`config.mk`:
```
export PLATFORM = sky130hd
export DESIGN_NAME = gpio_setclr_port
export DESIGN_NICKNAME = d
export VERILOG_FILES = /design/src/rtl/gpio_sc_pkg.sv /design/src/rtl/gpio_sc_decode.sv /design/src/rtl/gpio_sc_rwreg.sv /design/src/rtl/gpio_sc_outreg.sv /design/src/rtl/gpio_setclr_port.sv
export SDC_FILE = /design/constraint.sdc
export NUM_CORES = 1
export LEC_CHECK = 0
export ABC_AREA = 1
export BUFFER_PORTS_ARGS = -buffer_cell sky130_fd_sc_hd__buf_2
export CELL_PAD_IN_SITES_DETAIL_PLACEMENT = 0
export CELL_PAD_IN_SITES_GLOBAL_PLACEMENT = 1
export CORE_MARGIN = 4
export CORE_UTILIZATION = 35
export CTS_CLUSTER_DIAMETER = 100
export CTS_CLUSTER_SIZE = 24
export DETAILED_ROUTE_END_ITERATION = 7
export PLACE_DENSITY = 0.85
export SLEW_MARGIN = 40
export SYNTH_ARGS = -nofsm -noshare
export SYNTH_HDL_FRONTEND = slang
export SYNTH_SLANG_ARGS = --single-unit
```
`constraint.sdc`:
```
create_clock -name clk -period 1.6 [get_ports clk]
set_input_delay 0.4 -clock clk [delete_from_list [all_inputs] [get_ports clk]]
set_output_delay 0.4 -clock clk [all_outputs]
set_load 0.02 [all_outputs]
```
`src/rtl/gpio_sc_pkg.sv`:
```
package gpio_sc_pkg;
   typedef enum logic [1:0] {
      VIEW_DIR  = 2'd0,
      VIEW_MASK = 2'd1,
      VIEW_SET  = 2'd2,
      VIEW_CLR  = 2'd3
   } view_e;

   localparam int unsigned LANE_W = 8;
endpackage

```
`src/rtl/gpio_sc_decode.sv`:
```
module gpio_sc_decode
   import gpio_sc_pkg::*;
#(
   parameter int unsigned PIN_W  = 32,
   parameter int unsigned ADDR_W = 4
) (
   input  logic [ADDR_W-1:0]       addr,
   input  logic                    we,
   input  logic [PIN_W/LANE_W-1:0] be,
   output view_e                   view,
   output logic                    hit,
   output logic                    wr_dir,
   output logic                    wr_mask,
   output logic                    wr_set,
   output logic                    wr_clr,
   output logic [PIN_W-1:0]        lane_bits
);
   localparam int unsigned LANES = PIN_W / LANE_W;

   logic upper_ok;

   generate
      if (ADDR_W > 4) begin : g_upper
         assign upper_ok = (addr[ADDR_W-1:4] == '0);
      end else begin : g_no_upper
         assign upper_ok = 1'b1;
      end
   endgenerate

   generate
      for (genvar g = 0; g < LANES; g++) begin : g_lane
         assign lane_bits[g*LANE_W +: LANE_W] = {LANE_W{be[g]}};
      end
   endgenerate

   always_comb begin
      view    = view_e'(addr[3:2]);
      hit     = upper_ok && (addr[1:0] == 2'b00);
      wr_dir  = we && hit && (view == VIEW_DIR);
      wr_mask = we && hit && (view == VIEW_MASK);
      wr_set  = we && hit && (view == VIEW_SET);
      wr_clr  = we && hit && (view == VIEW_CLR);
   end
endmodule

```
`src/rtl/gpio_sc_rwreg.sv`:
```
module gpio_sc_rwreg #(
   parameter int unsigned PIN_W = 32
) (
   input  logic             clk,
   input  logic             rst_n,
   input  logic             wr,
   input  logic [PIN_W-1:0] lane_bits,
   input  logic [PIN_W-1:0] wdata,
   output logic [PIN_W-1:0] q
);
   always_ff @(posedge clk or negedge rst_n) begin
      if (!rst_n) begin
         q <= '0;
      end else if (wr) begin
         q <= (q & ~lane_bits) | (wdata & lane_bits);
      end
   end
endmodule

```
`src/rtl/gpio_sc_outreg.sv`:
```
module gpio_sc_outreg #(
   parameter int unsigned PIN_W = 32
) (
   input  logic             clk,
   input  logic             rst_n,
   input  logic             wr_set,
   input  logic             wr_clr,
   input  logic [PIN_W-1:0] lane_bits,
   input  logic [PIN_W-1:0] wdata,
   input  logic [PIN_W-1:0] mask_q,
   input  logic [PIN_W-1:0] dir_q,
   input  logic [PIN_W-1:0] func_sel,
   output logic [PIN_W-1:0] out_q
);
   logic [PIN_W-1:0] gate;
   logic [PIN_W-1:0] touch;

   always_comb begin
      gate  = lane_bits & ~mask_q & dir_q & ~func_sel;
      touch = wdata & gate;
   end

   always_ff @(posedge clk or negedge rst_n) begin
      if (!rst_n) begin
         out_q <= '0;
      end else if (wr_clr) begin
         out_q <= out_q & ~touch;
      end else if (wr_set) begin
         out_q <= out_q | touch;
      end
   end
endmodule

```
`src/rtl/gpio_setclr_port.sv`:
```
module gpio_setclr_port
   import gpio_sc_pkg::*;
#(
   parameter int unsigned PIN_W  = 32,
   parameter int unsigned ADDR_W = 4
) (
   input  logic                    clk,
   input  logic                    rst_n,
   input  logic [ADDR_W-1:0]       addr,
   input  logic                    we,
   input  logic [PIN_W/LANE_W-1:0] be,
   input  logic [PIN_W-1:0]        wdata,
   output logic [PIN_W-1:0]        rdata,
   input  logic [PIN_W-1:0]        func_sel,
   output logic [PIN_W-1:0]        pin_out,
   output logic [PIN_W-1:0]        pin_oe
);
   generate
      if ((PIN_W % LANE_W) != 0 || PIN_W < LANE_W) begin : g_bad_pin_w
         $error("PIN_W must be a non-zero multiple of 8");
      end
      if (ADDR_W < 4) begin : g_bad_addr_w
         $error("ADDR_W must be at least 4");
      end
   endgenerate

   view_e            view;
   logic             hit;
   logic             wr_dir, wr_mask, wr_set, wr_clr;
   logic [PIN_W-1:0] lane_bits;
   logic [PIN_W-1:0] dir_q;
   logic [PIN_W-1:0] mask_q;
   logic [PIN_W-1:0] out_q;

   gpio_sc_decode #(.PIN_W(PIN_W), .ADDR_W(ADDR_W)) u_dec (
      .addr(addr), .we(we), .be(be), .view(view), .hit(hit),
      .wr_dir(wr_dir), .wr_mask(wr_mask), .wr_set(wr_set), .wr_clr(wr_clr),
      .lane_bits(lane_bits)
   );

   gpio_sc_rwreg #(.PIN_W(PIN_W)) u_dir (
      .clk(clk), .rst_n(rst_n), .wr(wr_dir), .lane_bits(lane_bits),
      .wdata(wdata), .q(dir_q)
   );

   gpio_sc_rwreg #(.PIN_W(PIN_W)) u_mask (
      .clk(clk), .rst_n(rst_n), .wr(wr_mask), .lane_bits(lane_bits),
      .wdata(wdata), .q(mask_q)
   );

   gpio_sc_outreg #(.PIN_W(PIN_W)) u_out (
      .clk(clk), .rst_n(rst_n), .wr_set(wr_set), .wr_clr(wr_clr),
      .lane_bits(lane_bits), .wdata(wdata), .mask_q(mask_q), .dir_q(dir_q),
      .func_sel(func_sel), .out_q(out_q)
   );

   always_comb begin
      rdata = '0;
      if (hit) begin
         unique case (view)
            VIEW_DIR:  rdata = dir_q;
            VIEW_MASK: rdata = mask_q;
            VIEW_SET:  rdata = out_q;
            VIEW_CLR:  rdata = '0;
         endcase
      end
   end

   assign pin_out = out_q;
   assign pin_oe  = dir_q & ~func_sel;
endmodule

```
==> out/qor.txt, run 1 <==
ys async rst share: 100%
Setup Skew: 4.73 ps
Post-synth EDFFs: 0
f_max: 597 MHz
boundary pin count: 171
Yosys cell types: 20
nets@finish: 1059
Placer Congestion: 0.848
sequential cell area: 2400 sq um
crit path from: addr[2]
fraction of layout cells with a size suffix above 1: 32.2%
Syn Std Cell Area: 5560 sq um
# Max-Cap Violations: 0
crit path capture type: output pin
Routed Antenna Nets: 0
Least-Margin Pin Slew: 462 ps
Syn Nets: 878
clk sinks: 96
switching share of power: 32.7%
PD cells: 906 nW/um^2
Reg clk slew, reported paths: 60 ps
sequential share of power: 44.7%
post-layout util: 50.9%
dpl hpwl: 12800 um
final setup margin: -75.2 ps
pin count of the biggest net entering global routing: 60
Routed Wire Length: 18800 um
Port Buf Inserts: 170
Area growth, synth to finish: 40.6%
required time worst endpoint: 1200 ps
initial antenna violation count: 1
post-route clock period utilization: 105%
YS warnings: 0
internal power: 4770 uW
GRT Residual Overflow: 0
Root Driver: clkbuf_16
overall global routing resource usage: 21.3%
worst setup path class: in -> out
H-tree depth: 3
Via-to-Cell Ratio: 4.90
Clk pwr share: 31.8%
Syn Inst Count: 803
Die Area: 18000 sq um
multi-input logic area: 2860 sq um
CTS buffer count: 9
crit-path max FO: 6
worst vdd ir: 0.487 mV
TritonCTS clock tree: yes
Slew HR: 69.2%
Synth Flop Type: dfrtp_1
RSZ-0062 raised after global routing: true
HP Class: in -> reg
P_leak: 0.00432 uW
Hold Path Origin: wdata[6]
WHS: 313 ps
min Tclk post-route: 1680 ps
Final TNS setup: -1660 ps
Switch Pwr: 2320 uW
final setup fails: 32
core area: 15400 sq um
clk buf depth: 2
routed len/inst: 15.6 um
R2R Setup Slk: 620 ps
initial core utilization: 36.2%
die height: 134 um
num rows: 45
first-pass GRT wire length: 30700 um
Avg Cell Area, Syn: 6.92 sq um
Hold Vio Cnt, Final: 0
Worst-Skew Late Latency: 350 ps
Logic pwr share: 23.6%
Startpoint Class: primary input
FILL cells: 1536
status: finished with violations
max-slew violation count: 0
Die Span X: 134 um
vias in the first global route: 5751
failing checks: negative setup slack
DR iter-0 viols: 473
# DRC: 0
register area share after synthesis: 43.2%
Data arrival, critical path: 1280 ps
register bit total from synthesis: 96
vias: 5885
length of the first detailed-routing pass in iterations: 5
==> kinds of logic (layout without fill, tap and decap cells) <==
family / after synthesis / after routing / share of synthesized area (%)
AOI/OAI and AO/OA: 96 / 96 / 8.64
buffers and inverters: 146 / 331 / 11.5
other: 0 / 1 / 0
DFF: 96 / 96 / 43.2
and+or+nand+nor: 465 / 465 / 36.7
==> worst max-delay path: stages <==
cell and delay (ps):
buf_12 110, nor2_4 150, inv_6 90, clkbuf_16 190, o21ai_2 120, a21oi_2 40
buf_4 150
==> power by group through the flow <==
stage,clock network (uW),registers (uW),logic [uW]
after floorplan,0,3100,906
after detailed placement,0,3140,1520
after CTS,2300,3150,1650
after global routing,2400,3220,1870
final,2250,3170,1670
after global placement,0,3150,1500
==> stage by stage <==
step / setup slack [ps] / area (sq um) / power, uW / cells
after global routing: -116 / 7820 / 7490 / 1200
after CTS: -79.3 / 7690 / 7090 / 1198
after global placement: -234 / 6980 / 4650 / 1176
after floorplan: 15.6 / 5680 / 4010 / 803
after detailed placement: -257 / 6980 / 4660 / 1176
final: -75.2 / 7820 / 7080 / 1200
==> synthesized netlist by cell type (2+ instances only) <==
library cell	instances	area share, %
nand2_1	289	20
nand3_1	129	12
inv_1	99	6.7
dfrtp_1	96	43
o21ai_0	59	5.3
a21oi_1	32	2.9
nor2_1	32	2.2
buf_2	19	1.7
buf_4	13	1.8
clkbuf_1	11	0.74
o21ai_1	5	0.45
nand4_1	4	0.45
nand4_4	4	1.5
nor2_4	3	0.61
inv_2	2	0.14
nor2_2	2	0.23
==> metal layers <==
layer	vias up	GRT usage, %	wire [um]
li1	2919	-	-
met2	237	34.5	8480
met1	2702	29.2	8500
met5	-	0	0
met4	0	6.50	431
met3	27	3.79	1360
==> worst paths after layout <==
| kind | endpoint | cells past startpoint |
|---|---|---|
| worst max-delay path | rdata[1] | 7 |
| worst min-delay path | flip-flop | 3 |
| worst max register to register | flip-flop | 5 |
| worst min register to register | flip-flop | 2 |
| max in group asynchronous | asynchronous set/reset pin | 3 |
| min in group asynchronous | asynchronous set/reset pin | 2 |
==> cell type report <==
class	count	area share (%)
Antenna cell	1	0.0320
Tap cell	211	3.38
Sequential cell	96	30.7
Multi-Input combinational cell	561	36.5
Timing Repair Buffer	215	20.3
Inverter	101	5.07
Clock inverter	2	0.480
Clock buffer	13	3.46
==> cells in the final DEF, fill, tap and decap left out, drive strengths merged <==
cell	n
nand4	8
nand3	129
nand2	290
a21oi	32
nor2	38
clkinvlp	1
diode	1
buf	213
dlygate4sd3	1
clkbuf	14
dfrtp	96
o21ai	64
bufinv	1
inv	101
==> repair_timing <==
action                                  4_1_cts  5_1_grt
hold buffers                                  1        0
pin swaps                                    16        3
buffers inserted                              2        0
gates cloned                                  4        1
endpoints found under the setup margin       32       32
resized for setup                           129       29
hold endpoints to repair                      3        0
No activity file was read; power rests on OpenSTA's default activity.
==> inputs of run 2 (changes only) <==
--- a/config.mk
+++ b/config.mk
@@ -10,11 +10,12 @@
 export CELL_PAD_IN_SITES_DETAIL_PLACEMENT = 0
 export CELL_PAD_IN_SITES_GLOBAL_PLACEMENT = 1
 export CORE_MARGIN = 4
-export CORE_UTILIZATION = 35
+export CORE_UTILIZATION = 36
 export CTS_CLUSTER_DIAMETER = 100
 export CTS_CLUSTER_SIZE = 24
 export DETAILED_ROUTE_END_ITERATION = 7
-export PLACE_DENSITY = 0.85
+export GPL_TIMING_DRIVEN = 0
+export PLACE_DENSITY = 0.87
 export SLEW_MARGIN = 40
 export SYNTH_ARGS = -nofsm -noshare
 export SYNTH_HDL_FRONTEND = slang
==> out/qor.txt, run 2 (same netlist as run 1, synthesis figures left out) <==
status: finished with violations (unchanged)
failing checks: negative setup slack (unchanged)
Placer Congestion: 0.841 (was 0.848)
PD cells: 909 nW/um^2 (was 906 nW/um^2)
post-layout util: 52.0% (was 50.9%)
crit-path max cell delay: 170 ps (was 190 ps)
worst vdd ir: 0.490 mV (was 0.487 mV)
final setup margin: -120 ps (was -75.2 ps)
post-route clock period utilization: 108% (was 105%)
crit path from: addr[1] (was addr[2])
pin count of the biggest net entering global routing: 54 (was 60)
Port Buf Inserts: 165 (was 170)
initial antenna violation count: 1 (unchanged)
max-slew violation count: 0 (unchanged)
Hold Path Origin: wdata[30] (was wdata[6])
Die Span X: 132 um (was 134 um)
clk sinks: 96 (unchanged)
crit path cell chain: buf_6 -> nor2_4 -> buf_12 -> clkbuf_16 -> o21ai_2 -> a21oi_2 -> buf_4 (was buf_12 -> nor2_4 -> inv_6 -> clkbuf_16 -> o21ai_2 -> a21oi_2 -> buf_4)
core area: 15100 sq um (was 15400 sq um)
dpl hpwl: 13600 um (was 12800 um)
Least-Margin Pin Slew: 575 ps (was 462 ps)
post-place setup slack: -597 ps (was -257 ps)
Reg clk slew, reported paths: 60 ps (about the same)
commonest non-fill, non-tap cell in the layout: nand2_1 (unchanged)
Routed Antenna Nets: 0 (unchanged)
length of the first detailed-routing pass in iterations: 5 (unchanged)
worst setup path class: in -> out (unchanged)
multi-input logic area: 2780 sq um (was 2860 sq um)
Root Driver: clkbuf_16 (unchanged)
Data arrival, critical path: 1320 ps (was 1280 ps)
final setup fails: 32 (unchanged)
Setup Skew: 8.76 ps (was 4.73 ps)
Hold Vio Cnt, Final: 0 (unchanged)
first-pass GRT wire length: 31300 um (was 30700 um)
vias in the first global route: 5729 (was 5751)
DR iter-0 viols: 310 (was 473)
RSZ-0062 raised after global routing: true (unchanged)
TritonCTS clock tree: yes (unchanged)
H-tree depth: 3 (unchanged)
num rows: 45 (unchanged)
FILL cells: 1463 (was 1536)
Area growth, synth to finish: 41.8% (was 40.6%)
Worst-Skew Late Latency: 360 ps (was 350 ps)
sequential cell area: 2400 sq um (unchanged)
min Tclk post-route: 1720 ps (was 1680 ps)
P_leak: 0.00435 uW (was 0.00432 uW)
f_max: 581 MHz (was 597 MHz)
routed len/inst: 16.3 um (was 15.6 um)
Slew HR: 61.7% (was 69.2%)
fraction of layout cells with a size suffix above 1: 31.9% (was 32.2%)
Pwr Total: 7170 uW (was 7080 uW)
die height: 132 um (was 134 um)
slowest cell on the critical path: buf_4 (was clkbuf_16)
Routed Wire Length: 19500 um (was 18800 um)
most frequent cells in the layout: nand2_1 (289), buf_2 (140), nand3_1 (129) (was nand2_1 (275), buf_2 (144), nand3_1 (129))
Die Area: 17500 sq um (was 18000 sq um)
CTS buffer count: 9 (unchanged)
# DRC: 0 (unchanged)
Startpoint Class: primary input (unchanged)
crit path capture type: output pin (unchanged)
nets@finish: 1076 (was 1059)
# Max-Cap Violations: 0 (unchanged)
Crit path max-delay family: buffers and inverters (unchanged)
overall global routing resource usage: 22.3% (was 21.3%)
vias: 5915 (was 5885)
CP bufs+invs: 4 (unchanged)
required time worst endpoint: 1200 ps (about the same)
clk buf depth: 2 (unchanged)
Stages on worst setup path: 7 (unchanged)
initial core utilization: 36.7% (was 36.2%)
Worst Hold Path Cells: 3 (unchanged)
WHS: 303 ps (was 313 ps)
HP Class: in -> reg (unchanged)
crit-path max FO: 8 (was 6)
GRT Residual Overflow: 0 (unchanged)
boundary pin count: 171 (unchanged)
worst-case reg-to-reg path depth: 6 (was 5)
Via-to-Cell Ratio: 4.96 (was 4.90)
-- run 2: changes by cell type in the layout (fill, tap and decap cells not counted), moves of 4 or more --
cell       previous run  this run
nand2_1             275       289
buf_8                 2         6
buf_12               15         4
o21ai_2              28        32
buf_4                35        46
clkbuf_16            10        15
nand2_4               7         1
nand2_2               8         0
buf_2               144       140
o21ai_1              18        14
-- run 2: timing repair --
action / CTS / global route
hold buffers: 1 / 0
pin swaps: 6 / 6
hold endpoints to repair: 43 / 0
setup endpoints to repair: 32 / 55
gates cloned: 5 / 1
setup buffers: 7 / 7
gates resized for setup: 173 / 16
-- run 2: stage by stage --
stage,std cells,setup TNS [ps],area (sq um)
floorplan,803,0,5680
global placement,1156,-118500,6740
detailed placement,1157,-26560,6780
CTS,1184,-2290,7760
global route,1192,-3630,7880
finish,1193,-2380,7880
-- run 2: layout make-up --
class / count / area share, %
multi-input combinational: 561 / 35.3
tap: 188 / 2.98
buffer: 45 / 6.02
sequential: 96 / 30.5
antenna: 1 / 0.0318
clock inverter: 3 / 0.857
inverter: 101 / 5.00
clock buffer: 11 / 3.08
timing repair buffer: 187 / 16.3
-- run 2: power breakdown --
group	total, uW	internal [uW]	leakage, uW	switching (uW)
Sequential	3130	2780	0.00127	344
Combinational	1700	674	0.00293	1020
Clock	2340	1400	0.000148	944
-- run 2: worst register-to-register path: stages, from the launching register on --
cell and delay (ps):
dfrtp_1 400, inv_1 60, nand3_1 60, nor2_1 190
nand2_1 80, nand2_1 50, nand2_1 40
-- run 2: layer usage --
metal	vias to the layer above	global-route usage [%]	routed length (um)
met5	-	0	8
met2	197	35.7	9080
met3	22	6.22	1480
met1	2733	30.5	8680
met4	2	4.73	250
li1	2961	-	-
-- run 2: final timing paths --
path	endpoint	slack, ps
min in group asynchronous	asynchronous set/reset pin	530
max reg2reg	flip-flop	610
max in group asynchronous	asynchronous set/reset pin	470
min reg2reg	flip-flop	490
min	flip-flop	300
max	rdata[16]	-120
